**config.mk**
```make
export PLATFORM = sky130hd
export DESIGN_NAME = bw_signed_mult
export DESIGN_NICKNAME = d
export VERILOG_FILES = /design/src/rtl/bw_pkg.sv /design/src/rtl/bw_full_add.sv /design/src/rtl/bw_pp_row.sv /design/src/rtl/bw_csa_row.sv /design/src/rtl/bw_ripple.sv /design/src/rtl/bw_signed_mult.sv
export SDC_FILE = /design/constraint.sdc
export NUM_CORES = 1
export LEC_CHECK = 0
export BUFFER_PORTS_ARGS = -buffer_cell sky130_fd_sc_hd__buf_2
export CAP_MARGIN = 30
export CORE_MARGIN = 2
export CORE_UTILIZATION = 61
export DETAILED_ROUTE_END_ITERATION = 8
export PLACE_DENSITY = 0.86
export SYNTH_ARGS = -nofsm -noshare
export SYNTH_HDL_FRONTEND = slang
export SYNTH_HIERARCHICAL = 1
export SYNTH_SLANG_ARGS = --single-unit
```
**constraint.sdc**
```tcl
create_clock -name vclk -period 9.3
set_input_delay 0.465 -clock vclk [all_inputs]
set_output_delay 0.465 -clock vclk [all_outputs]
set_load 0.005 [all_outputs]
```
**src/rtl/bw_pkg.sv**
```systemverilog
package bw_pkg;

  // Sign-cross terms (exactly one index at the sign position) enter inverted.
  function automatic logic pp_bit(input logic xi, input logic yj,
                                  input int i, input int j, input int w);
    logic inv;
    inv = (i == w - 1) ^ (j == w - 1);
    return (xi & yj) ^ inv;
  endfunction

  function automatic logic [2:0] add3(input logic a, input logic b, input logic c);
    return {1'b0, a & b | c & (a ^ b), a ^ b ^ c};
  endfunction

endpackage

```
**src/rtl/bw_full_add.sv**
```systemverilog
module bw_full_add (
  input  logic a,
  input  logic b,
  input  logic ci,
  output logic s,
  output logic co
);
  logic [2:0] r;
  assign r  = bw_pkg::add3(a, b, ci);
  assign s  = r[0];
  assign co = r[1];
endmodule

```
**src/rtl/bw_pp_row.sv**
```systemverilog
module bw_pp_row #(
  parameter int W   = 4,
  parameter int ROW = 0,
  localparam int W2 = 2 * W
) (
  input  logic [W-1:0]  x,
  input  logic          yj,
  output logic [W2-1:0] row
);
  always_comb begin
    row = '0;
    for (int i = 0; i < W; i++)
      row[ROW + i] = bw_pkg::pp_bit(x[i], yj, i, ROW, W);
  end
endmodule

```
**src/rtl/bw_csa_row.sv**
```systemverilog
module bw_csa_row #(
  parameter int N = 8
) (
  input  logic [N-1:0] a,
  input  logic [N-1:0] b,
  input  logic [N-1:0] c,
  output logic [N-1:0] s,
  output logic [N-1:0] cs
);
  logic [N-1:0] co;

  assign cs[0] = 1'b0;

  for (genvar k = 0; k < N - 1; k++) begin : g_cell
    bw_full_add u_fa (.a(a[k]), .b(b[k]), .ci(c[k]), .s(s[k]), .co(co[k]));
    assign cs[k + 1] = co[k];
  end

  // Carry out of the top column falls outside the product width.
  assign s[N-1]  = a[N-1] ^ b[N-1] ^ c[N-1];
  assign co[N-1] = 1'b0;

  always_comb begin
    a_r9_csa_keeps_sum: assert (N'(s + cs) == N'(a + b + c))
      else $error("R9: carry-save stage lost value");
  end
endmodule

```
**src/rtl/bw_ripple.sv**
```systemverilog
module bw_ripple #(
  parameter int N = 8
) (
  input  logic [N-1:0] a,
  input  logic [N-1:0] b,
  output logic [N-1:0] sum
);
  logic [N-1:0] cy;

  assign cy[0] = 1'b0;

  for (genvar k = 0; k < N - 1; k++) begin : g_bit
    bw_full_add u_fa (.a(a[k]), .b(b[k]), .ci(cy[k]), .s(sum[k]), .co(cy[k + 1]));
  end

  assign sum[N-1] = a[N-1] ^ b[N-1] ^ cy[N-1];

  always_comb begin
    a_r9_ripple_sum: assert (sum == N'(a + b))
      else $error("R9: final adder mismatch");
  end
endmodule

```
**src/rtl/bw_signed_mult.sv**
```systemverilog
module bw_signed_mult #(
  parameter int W = 4,
  localparam int W2 = 2 * W
) (
  input  logic [W-1:0]  op_x,
  input  logic [W-1:0]  op_y,
  output logic [W2-1:0] product
);
  // Correction: +2^W, and -2^(2W-1) expressed as +2^(2W-1) modulo 2^(2W).
  localparam logic [W2-1:0] CORR = (W2'(1) << W) | (W2'(1) << (W2 - 1));

  logic [W2-1:0] rows  [0:W];
  logic [W2-1:0] acc_s [0:W-1];
  logic [W2-1:0] acc_c [0:W-1];

  for (genvar j = 0; j < W; j++) begin : g_row
    bw_pp_row #(.W(W), .ROW(j)) u_row (.x(op_x), .yj(op_y[j]), .row(rows[j]));
  end
  assign rows[W] = CORR;

  assign acc_s[0] = rows[0];
  assign acc_c[0] = rows[1];

  for (genvar k = 1; k < W; k++) begin : g_stage
    bw_csa_row #(.N(W2)) u_csa (
      .a(acc_s[k-1]), .b(acc_c[k-1]), .c(rows[k+1]),
      .s(acc_s[k]), .cs(acc_c[k])
    );
  end

  bw_ripple #(.N(W2)) u_final (.a(acc_s[W-1]), .b(acc_c[W-1]), .sum(product));

  // Assertion-only views of the operands and their reference product.
  logic [W2-1:0] x_ext, y_ext, ref_p;
  logic          is_nonzero;
  assign x_ext      = {{W{op_x[W-1]}}, op_x};
  assign y_ext      = {{W{op_y[W-1]}}, op_y};
  assign ref_p      = x_ext * y_ext;
  assign is_nonzero = (op_x != '0) && (op_y != '0);

  always_comb begin
    a_r1_matches_signed: assert (product == ref_p)
      else $error("R1: product differs from signed reference");
    a_r4_zero_operand: assert (is_nonzero || product == '0)
      else $error("R4: zero operand gave nonzero product");
    a_r7_sign_bit: assert (!is_nonzero || product[W2-1] == (op_x[W-1] ^ op_y[W-1]))
      else $error("R7: wrong product sign");
    a_r5_unit: assert (op_x != W'(1) || product == y_ext)
      else $error("R5: unit multiplier failed");
  end
endmodule

```
Word level (Yosys, flattened, before mapping)
Index checks and enable logic that the tools add are counted.

Bitwise operators: 77.

Operators by type and width (count): AND 1 bit (38); XOR 1 bit (23); inverter 1 bit (8); bitwise OR 1 bit (8).

Bits in registers: 0. Bits of input ports: 8. Logic and storage cells: 77.

Longest topological paths before layout
Word-level depth: 15. Mapped depth: 12.

Cells and area by module
Netlist, hierarchy kept.

Modules (own cells, without submodules): bw_full_add (times used 28, cells each 1, area each 20.0 um2, seq. area each 0.0 um2); bw_pp_row at g_row[0].u_row ... (times used 3, cells each 9, area each 56.3 um2, seq. area each 0.0 um2); bw_csa_row (times used 3, cells each 3, area each 35.0 um2, seq. area each 0.0 um2); bw_pp_row at g_row[3].u_row (times used 1, cells each 9, area each 51.3 um2, seq. area each 0.0 um2); bw_ripple (times used 1, cells each 2, area each 27.5 um2, seq. area each 0.0 um2); bw_signed_mult (times used 1, cells each 2, area each 7.5 um2, seq. area each 0.0 um2).

Worst setup path before layout
Ideal clock, no wire load.

Path type: input to output. Start point: input op_x[2]. End point: output product[7]. Data arrival time: 3.489 ns. Data required time: 8.835 ns. Setup slack: 5.346 ns. Cell stages on the path: 8. Cell sequence: and2_1 -> fa_1 -> fa_1 -> fa_1 -> fa_1 -> fa_1 -> fa_1 -> xor3_1.

RTL lines: start, declared (line bw_signed_mult.sv:5) `input logic [W-1:0] op_x,`; end, declared (line bw_signed_mult.sv:7) `output logic [W2-1:0] product`.

==> metrics.txt <==
status completed; pre-CTS setup slack 5.02 ns; Max Fanout on Critical Path 4; vias in the first global route 505; final worst path period share 45.8%; min cycle time layout 4.26 ns; GRT Total Usage 15.7%; initial antenna violation count 0; Slew Limit Fails 0; routed length per instance 10.9 µm; Antenna Nets Post-Route 0; Layout fillers 124; cts repair resizes 0; combinational power share 100.0%; Post-CTS Setup Bufs 0; post-route setup slack around 5.0 ns; IO buf count 16; 1st-iter DRT viols 2; Synth top cells by count fa_1 (28), buf_4 (19), and2_1 (10), conb_1 (10), nand2_1 (6); drt drc 0; Avg Cell Area, Syn 12.0 µm²; Mapped Cells between 70 and 80; placer congestion estimate 0.749; launch point of the critical path op_x[2]; clock power share 0%; final HPWL from detailed placement 1.17 mm; Sw Pwr between 60 and 70 µW; Die Y-Extent 42.9 µm; startpoint types primary input; DR pass1 iterations 2; fraction of layout cells with a size suffix above 1 17.4%; crit path kind in -> out; sw frac 45.1%; final instance area 946 µm²; Ports 16; area taken by multi-input logic gates 846 µm²; area grow syn2layout 2.72%; sequential-to-total area share from yosys stat 0%; most frequent cell after synthesis fa_1; Layout Nets 130; num sequential 0; RSZ-0062 raised after global routing no; post-synth top area share between 60% and 70%; crit path capture product[7]; top post-synthesis cells by area fa_1 (61%), buf_4 (15%), xor3_1 (10%); Setup crit end kind primary output; number of diodes 0; Final Power 154 µW; CP required 8.84 ns; crit path DAT 3.79 ns; routed wire length 1.18 mm; largest net degree at the start of global routing 5; FF+latch area 0 µm²; global-route wire length before repair 2.10 mm; Max Cap Violations 0; Cell Int Power 84.5 µW; HP Class in -> out; Yosys top cell by area fa_1; pwr dens 163 mW/mm²; Syn Std Cell Area 921 µm²; Yosys cell types 6; Leak 0.456 nW; number of clock buffers in the layout 0; die width 42.9 µm; Initial Util 63.3%; Post-Route Setup TNS 0 ns; Hold Fails Final Rpt 0; DIE AREA 0.00184 mm²; row count 14; Ys Warns 6; grt ovf 0; Placement Cell Area ~950 µm²; CTS Hold Bufs 0; DR vias 466; top achievable clock speed between 0.2 and 0.25 GHz; Flop pwr share 0%; Via density 4.31; CORE AREA 0.00145 mm²; setup violators final 0; Max IR drop VDD 138 µV
-- cell type report --
class / count / area share, %
Timing Repair Buffer: 16 / 8.47
Tap cell: 16 / 2.12
Multi-Input combinational cell: 76 / 89.4
-- power by group through the flow --
stage	sequential (mW)	combinational, mW	clock (mW)
floorplan	0	0.112	0
global placement	0	0.148	0
detailed placement	0	0.156	0
CTS	0	0.156	0
global route	0	0.176	0
finish	0	0.154	0
-- stage by stage --
step | hold slack (ns) | util [%] | instances
floorplan | 1.52 | - | 95
global placement | 1.77 | 65.1 | 108
detailed placement | 1.80 | 65.1 | 108
CTS | 1.80 | 65.1 | 108
global route | 1.86 | 65.1 | 108
finish | 1.79 | 65.1 | 108
-- placed cells by master, fill, tap and decap left out --
master / synthesis / layout
and2_1: 10 / 10
buf_2: 0 / 16
nand2_1: 6 / 6
xor3_1: 4 / 4
fa_1: 28 / 28
conb_1: 10 / 28
-- worst min-delay path by stage --
stage                  from    endpoint  cells after the start
detailed placement  op_y[3]  product[4]                      6
floorplan           op_y[3]  product[5]                      4
finish              op_y[3]  product[4]                      6
global placement    op_y[3]  product[6]                      6
global route        op_y[3]  product[5]                      6
CTS                 op_y[3]  product[4]                      6
-- metal layers --
metal  vias up  wire length [µm]  share of wire [%]  track usage (%)
met1       248               355                 30             18.3
met3         0                38                3.2            0.426
met4         0                 0                  0                0
li1        208                 -                  -                -
met5         -                 0                  0                0
met2        10               781                 66             33.0
-- critical path, stage by stage --
cell and delay [ns]:
buf_2 0.12, and2_1 0.16, fa_1 0.47, fa_1 0.53, fa_1 0.52, fa_1 0.45, fa_1 0.39, fa_1 0.37
xor3_1 0.18, buf_2 0.13
-- cells by family after synthesis --
family | synth area share [%]
other | 4.08
buffers and inverters | 15.5
AND/OR/NAND/NOR | 9.24
XOR/XNOR | 10.3
adder cells (fa/ha/maj) | 60.9
No activity file was read; power rests on OpenSTA's default activity.
